[src/rtl/mgmt_pkg.sv]
// Shared constants and types for the management register slice.
// Assumes byte addressing with word registers at 4-byte aligned offsets.
package mgmt_pkg;

    // Byte offsets of the implemented registers
    localparam int CTRL_OFFSET = 'h28;
    localparam int STAT_OFFSET = 'h2c;
    localparam int WINDOW_BYTES = 'h5c;

    // Control register bit positions
    localparam int CB_DOUT  = 0;
    localparam int CB_DWEN  = 1;
    localparam int CB_CLK   = 2;
    localparam int CB_DOE   = 3;
    localparam int CB_COUNT = 4;

    // Access size codes
    typedef enum logic [1:0] {
        SZ_BYTE = 2'b00,
        SZ_HALF = 2'b01,
        SZ_WORD = 2'b10,
        SZ_RSVD = 2'b11
    } acc_size_e;

endpackage

[src/rtl/mgmt_sync.sv]
// Multi-flop synchronizer for the returned management data line.
// Assumes STAGES >= 1; output lags the input by STAGES clock cycles.
module mgmt_sync #(
    parameter int STAGES = 2
) (
    input  logic clk,
    input  logic rst_n,
    input  logic d_i,
    output logic q_o
);

    logic [STAGES-1:0] chain_q;

    generate
        if (STAGES == 1) begin : g_one
            // Single capture flop
            always_ff @(posedge clk) begin
                if (!rst_n) chain_q <= '0;
                else        chain_q <= d_i;
            end
        end else begin : g_many
            // Shift the line level through the flop chain
            always_ff @(posedge clk) begin
                if (!rst_n) chain_q <= '0;
                else        chain_q <= {chain_q[STAGES-2:0], d_i};
            end
        end
    endgenerate

    assign q_o = chain_q[STAGES-1];

endmodule

[src/rtl/mgmt_ctrl_reg.sv]
// Holds the clock, data-out and drive-enable levels set by control writes,
// and raises a one-cycle edge event when a write changes the clock level.
// Assumes wr_i is already qualified as a full-word write to the control offset.
module mgmt_ctrl_reg
    import mgmt_pkg::*;
(
    input  logic                clk,
    input  logic                rst_n,
    input  logic                wr_i,
    input  logic [CB_COUNT-1:0] bits_i,
    output logic                clk_o,
    output logic                dout_o,
    output logic                doe_o,
    output logic                edge_o
);

    logic clk_change;

    assign clk_change = wr_i && (bits_i[CB_CLK] != clk_o);

    // Clock level and drive enable follow every control write
    always_ff @(posedge clk) begin
        if (!rst_n) begin
            clk_o <= 1'b0;
            doe_o <= 1'b0;
        end else if (wr_i) begin
            clk_o <= bits_i[CB_CLK];
            doe_o <= bits_i[CB_DOE];
        end
    end

    // Data-out loads only when its enable bit accompanies the write
    always_ff @(posedge clk) begin
        if (!rst_n)                        dout_o <= 1'b0;
        else if (wr_i && bits_i[CB_DWEN])  dout_o <= bits_i[CB_DOUT];
    end

    // Edge event pulses once per clock level change
    always_ff @(posedge clk) begin
        if (!rst_n) edge_o <= 1'b0;
        else        edge_o <= clk_change;
    end

    // an edge event always accompanies a changed clock level
    a_r4_edge_on_change: assert property (@(posedge clk) disable iff (!rst_n)
        edge_o |-> (clk_o != $past(clk_o)));

    // the clock never moves without an edge event
    a_r4_no_silent_move: assert property (@(posedge clk) disable iff (!rst_n)
        (clk_o != $past(clk_o)) |-> edge_o);

    // data-out holds unless an enabled control write occurred
    a_r2_dout_hold: assert property (@(posedge clk) disable iff (!rst_n)
        !$past(wr_i && bits_i[CB_DWEN]) |-> $stable(dout_o));

    // the clock follows the written bit
    a_r3_clk_follows: assert property (@(posedge clk) disable iff (!rst_n)
        $past(wr_i) |-> (clk_o == $past(bits_i[CB_CLK])));

endmodule

[src/rtl/mgmt_rd_resp.sv]
// Registers the read data and the access-error pulse for the slice.
// Assumes one request per cycle; status is the only readable register.
module mgmt_rd_resp
    import mgmt_pkg::*;
#(
    parameter int DATA_W = 32
) (
    input  logic              clk,
    input  logic              rst_n,
    input  logic              req_valid_i,
    input  logic              req_write_i,
    input  logic              size_ok_i,
    input  logic              hit_stat_i,
    input  logic              line_i,
    output logic [DATA_W-1:0] rdata_o,
    output logic              err_o
);

    logic bad_acc;
    logic rd_stat;

    assign bad_acc = req_valid_i && !size_ok_i;
    assign rd_stat = req_valid_i && size_ok_i && !req_write_i && hit_stat_i;

    // Read data: line level for a status read, zero for anything else
    always_ff @(posedge clk) begin
        if (!rst_n) rdata_o <= '0;
        else        rdata_o <= rd_stat ? DATA_W'(line_i) : '0;
    end

    // Error pulse for accesses narrower than a word
    always_ff @(posedge clk) begin
        if (!rst_n) err_o <= 1'b0;
        else        err_o <= bad_acc;
    end

    // an error pulse comes only from a rejected access
    a_r7_err_source: assert property (@(posedge clk) disable iff (!rst_n)
        err_o |-> $past(req_valid_i && !size_ok_i));

    // a rejected access returns zero data
    a_r7_err_zero_data: assert property (@(posedge clk) disable iff (!rst_n)
        err_o |-> (rdata_o == '0));

    // upper read bits are always zero
    a_r6_upper_zero: assert property (@(posedge clk) disable iff (!rst_n)
        rdata_o[DATA_W-1:1] == '0);

endmodule

[src/rtl/mgmt_bitbang_regs.sv]
// Top of the bit-banged management register slice. Decodes full-word
// accesses to the control and status offsets and drives the pad signals.
// Assumes the data pad is open-drain: doe=0 releases the line.
module mgmt_bitbang_regs
    import mgmt_pkg::*;
#(
    parameter int ADDR_W      = 7,
    parameter int DATA_W      = 32,
    parameter int SYNC_STAGES = 2
) (
    input  logic              clk,
    input  logic              rst_n,
    input  logic              req_valid,
    input  logic              req_write,
    input  logic [ADDR_W-1:0] req_addr,
    input  logic [1:0]        req_size,
    input  logic [DATA_W-1:0] req_wdata,
    output logic [DATA_W-1:0] rsp_rdata,
    output logic              access_err,
    output logic              mgmt_clk,
    output logic              mgmt_dout,
    output logic              mgmt_doe,
    input  logic              mgmt_din,
    output logic              clk_edge
);

    localparam int WA_W = ADDR_W - 2;
    localparam logic [WA_W-1:0] CTRL_WA = WA_W'(CTRL_OFFSET / 4);
    localparam logic [WA_W-1:0] STAT_WA = WA_W'(STAT_OFFSET / 4);

    logic            size_ok;
    logic [WA_W-1:0] word_addr;
    logic            hit_ctrl;
    logic            hit_stat;
    logic            ctrl_wr;
    logic            line_sync;
    logic            unused_bits;

    assign size_ok     = (acc_size_e'(req_size) == SZ_WORD);
    assign word_addr   = req_addr[ADDR_W-1:2];
    assign hit_ctrl    = (word_addr == CTRL_WA);
    assign hit_stat    = (word_addr == STAT_WA);
    assign ctrl_wr     = req_valid && req_write && size_ok && hit_ctrl;
    assign unused_bits = ^{req_wdata[DATA_W-1:CB_COUNT], req_addr[1:0]};

    mgmt_sync #(.STAGES(SYNC_STAGES)) u_sync (
        .clk   (clk),
        .rst_n (rst_n),
        .d_i   (mgmt_din),
        .q_o   (line_sync)
    );

    mgmt_ctrl_reg u_ctrl (
        .clk    (clk),
        .rst_n  (rst_n),
        .wr_i   (ctrl_wr),
        .bits_i (req_wdata[CB_COUNT-1:0]),
        .clk_o  (mgmt_clk),
        .dout_o (mgmt_dout),
        .doe_o  (mgmt_doe),
        .edge_o (clk_edge)
    );

    mgmt_rd_resp #(.DATA_W(DATA_W)) u_rd (
        .clk         (clk),
        .rst_n       (rst_n),
        .req_valid_i (req_valid),
        .req_write_i (req_write),
        .size_ok_i   (size_ok),
        .hit_stat_i  (hit_stat),
        .line_i      (line_sync),
        .rdata_o     (rsp_rdata),
        .err_o       (access_err)
    );

    // a rejected access leaves the pad outputs where they were
    a_r7_pads_hold: assert property (@(posedge clk) disable iff (!rst_n)
        $past(req_valid && !size_ok) |->
            ($stable(mgmt_clk) && $stable(mgmt_dout) && $stable(mgmt_doe)));

    // writes away from the control offset leave the pads alone
    a_r8_other_write: assert property (@(posedge clk) disable iff (!rst_n)
        $past(req_valid && req_write && !hit_ctrl) |->
            ($stable(mgmt_clk) && $stable(mgmt_dout) && $stable(mgmt_doe)));

endmodule

[config.mk]
export PLATFORM = sky130hd
export DESIGN_NAME = mgmt_bitbang_regs
export DESIGN_NICKNAME = d
export VERILOG_FILES = /design/src/rtl/mgmt_pkg.sv /design/src/rtl/mgmt_sync.sv /design/src/rtl/mgmt_ctrl_reg.sv /design/src/rtl/mgmt_rd_resp.sv /design/src/rtl/mgmt_bitbang_regs.sv
export SDC_FILE = /design/constraint.sdc
export NUM_CORES = 1
export LEC_CHECK = 0
export CAP_MARGIN = 20
export CORE_AREA = 2 2 53 55
export CTS_CLUSTER_SIZE = 14
export DETAILED_ROUTE_END_ITERATION = 8
export DIE_AREA = 0 0 55 57
export HOLD_SLACK_MARGIN = 0.08
export PLACE_DENSITY = 0.86
export SLEW_MARGIN = 10
export SYNTH_ARGS = -nofsm -noshare
export SYNTH_HDL_FRONTEND = slang
export SYNTH_SLANG_ARGS = --single-unit
[constraint.sdc]
create_clock -name clk -period 1.6 [get_ports clk]
set_clock_uncertainty 0.05 [all_clocks]
set_input_delay 0.32 -clock clk [delete_from_list [all_inputs] [get_ports clk]]
set_output_delay 0.32 -clock clk [all_outputs]
set_load 0.1 [all_outputs]
==> run summary <==
Outcome: finished, final reports clean
Setup_tns: 0 ns
Avg Synthesized Cell Area: 8.895 µm²
Area growth syn-to-layout: 36.48%
Synth area leader: buf_4
Largest net degree at the start of global routing: 12
Gr usage total: 0.05544
Ys Warns: 0
Worst path slowest cell: clkdlybuf4s50_1
Core outline area: 2615 µm²
Wirelength per Cell: 8.274 µm
Post-synth EDFFs: 0
Number of routed nets with antenna violations: 0
First-pass GRT wire length: 1207 µm
Mapped Cells: 64
Total gr overflow: 0
Clock latency at the later pin of the worst-skew pair: 0.26 ns
Cell area power density: 967.1 nW/µm²
Initial antenna violation count: 0
Period utilisation layout: 0.9748
Fin Hold WS: 0.3854 ns
Post-DP HPWL: 783.6 µm
Arrival @ worst endpoint: 1.70 ns
Crit path cell chain: clkdlybuf4s50_1, or3b_4, nor4b_4, mux2i_1
Period minus WS final: 1.560 ns
Synth area leaders: buf_4 41%, dfxtp_1 28%, mux2i_1 5.3%
Most used DFF post-synth: dfxtp_1
Die height: 57 µm
Port buffer count: 21
Rows: 19
1st-iter DRT viols: 7
HP Class: flip-flop to flip-flop
Worst-path clk slew: 0.06 ns
Register area: 160.2 µm²
Max-cap violations: 0
Drt total wl: 968 µm
Root buffer cell: clkbuf_4
Lkg Pwr: 0.0003523 µW
Peak supply drop: 0.3030 mV
Post-synth cell types: 17
Post CTS Setup Buffer Count: 0
Detailed-router iteration count before antenna repair: 6
Clock sinks: 8
Die Area: 3135 µm²
GP Congestion: 0.5578
Final Hold Fails: 0
Top cells by count, synth: 31 x buf_4, 8 x dfxtp_1, 7 x nand2_1
Layout cells sized above 1: 0.1395
Post_cts resized: 0
RSZ-0062 raised after global routing: no
H-tree depth: 1
Final count of pins violating max slew: 0
Worst setup SP type: input port
Die Span X: 55 µm
Clk buf depth: 2
Fill count: 274
DR vias: 391
Initial Util: 0.2177
WS Path Type: input port to flip-flop
#FFs+latches synth: 8
Area occupied by multi-input gates: 281.5 µm²
Async SR Flop Fraction: 0
Vias in the first global route: 333
Max incr delay on CP: 0.45 ns
Worst Slack Setup Final: 0.04032 ns
Num CTS Buffers: 3
CTS tree: built
HP Start: u_sync.chain_q[0]
CP Capture Type: flip-flop
I/O pins: 83
DRC: 0
Seq/Total Area, Yosys: 0.2813
Max Clock Freq: 0.6412 GHz
Crit path max fanout: 3
Worst EP required: 1.74 ns
Synth top area share: 0.4088
Post-Place Setup Slack: -0.2609 ns
Nets: 134
Worst Setup SP: req_addr[5]
Vias per cell: 3.342
Most common cell in the synthesized netlist: buf_4
R2r startpoint: u_ctrl.clk_o
Hold bufs inserted after CTS: 0
Setup violators final: 0
Mapped Area: 569.3 µm²
N_diodes: 0
==> per-layer routing <==
layer | up-vias | global-route usage | wire (µm)
met2 | 33 | 0.09864 | 490
met5 | - | 0 | 0
li1 | 189 | - | -
met3 | 0 | 0.01309 | 166
met4 | 0 | 0.06272 | 0
met1 | 169 | 0.04200 | 311
==> cell usage in the layout, fill, tap and decap left out, types with 2 or more instances in the layout <==
cell / count
and2_1: 2
buf_12: 6
clkbuf_4: 3
clkdlybuf4s50_1: 15
conb_1: 31
dfxtp_1: 8
mux2i_1: 3
nand2_1: 7
nor3_1: 2
==> power breakdown <==
group / switching [µW] / total, µW / internal [µW]
combinational: 344 / 389 / 45.6
clock: 71.3 / 157 / 86.0
sequential: 1.58 / 205 / 203
total: 417 / 751 / 335
==> worst max-delay path: cells and delay by family <==
kind	cells	cell delay (ns)
buffers and inverters	1	0.45
muxes	1	0.22
and+or+nand+nor	2	0.70
==> cells by family after synthesis <==
group	share of synthesized area
simple gates	0.2132
other cells	0.006587
flops	0.2813
mux	0.05275
xor+xnor	0.01539
buf+inv	0.4220
compound gates	0.008783
==> path summary, 6_finish.rpt <==
| path | cells after the start | slack [ns] | end |
|---|---|---|---|
| setup / recovery | 4 | 0.04 | u_ctrl.doe_o |
| hold / removal | 1 | 0.39 | u_sync.chain_q[1] |
| setup reg to reg | 2 | 0.75 | u_ctrl.edge_o |
| hold reg to reg | 1 | 0.39 | u_sync.chain_q[1] |
==> stage by stage <==
step	total power, µW	cell area [µm²]	util	instances
final	751.4	777.0	0.2971	117
after global routing	781.0	777.0	0.2971	117
after CTS	761.2	777.0	0.2971	117
after detailed placement	596.7	754.5	0.2885	114
after global placement	595.3	754.5	0.2885	114
after floorplan	607.4	681.9	-	94
==> area by class of cell <==
type,instances,share of cell area
clock buffer,3,0.02899
inverter,1,0.004831
multi-input combinational,53,0.3623
sequential,8,0.2061
tap,31,0.04992
timing repair buffer,21,0.3478
==> sequential cells by signal, indices dropped and copies added, names as in the netlist <==
register and flops:
u_rd.err_o 1, u_ctrl.edge_o 1, u_ctrl.clk_o 1, u_rd.rdata_o 1, u_sync.chain_q 2, u_ctrl.dout_o 1
u_ctrl.doe_o 1
Power figures use the tool's default switching activity.
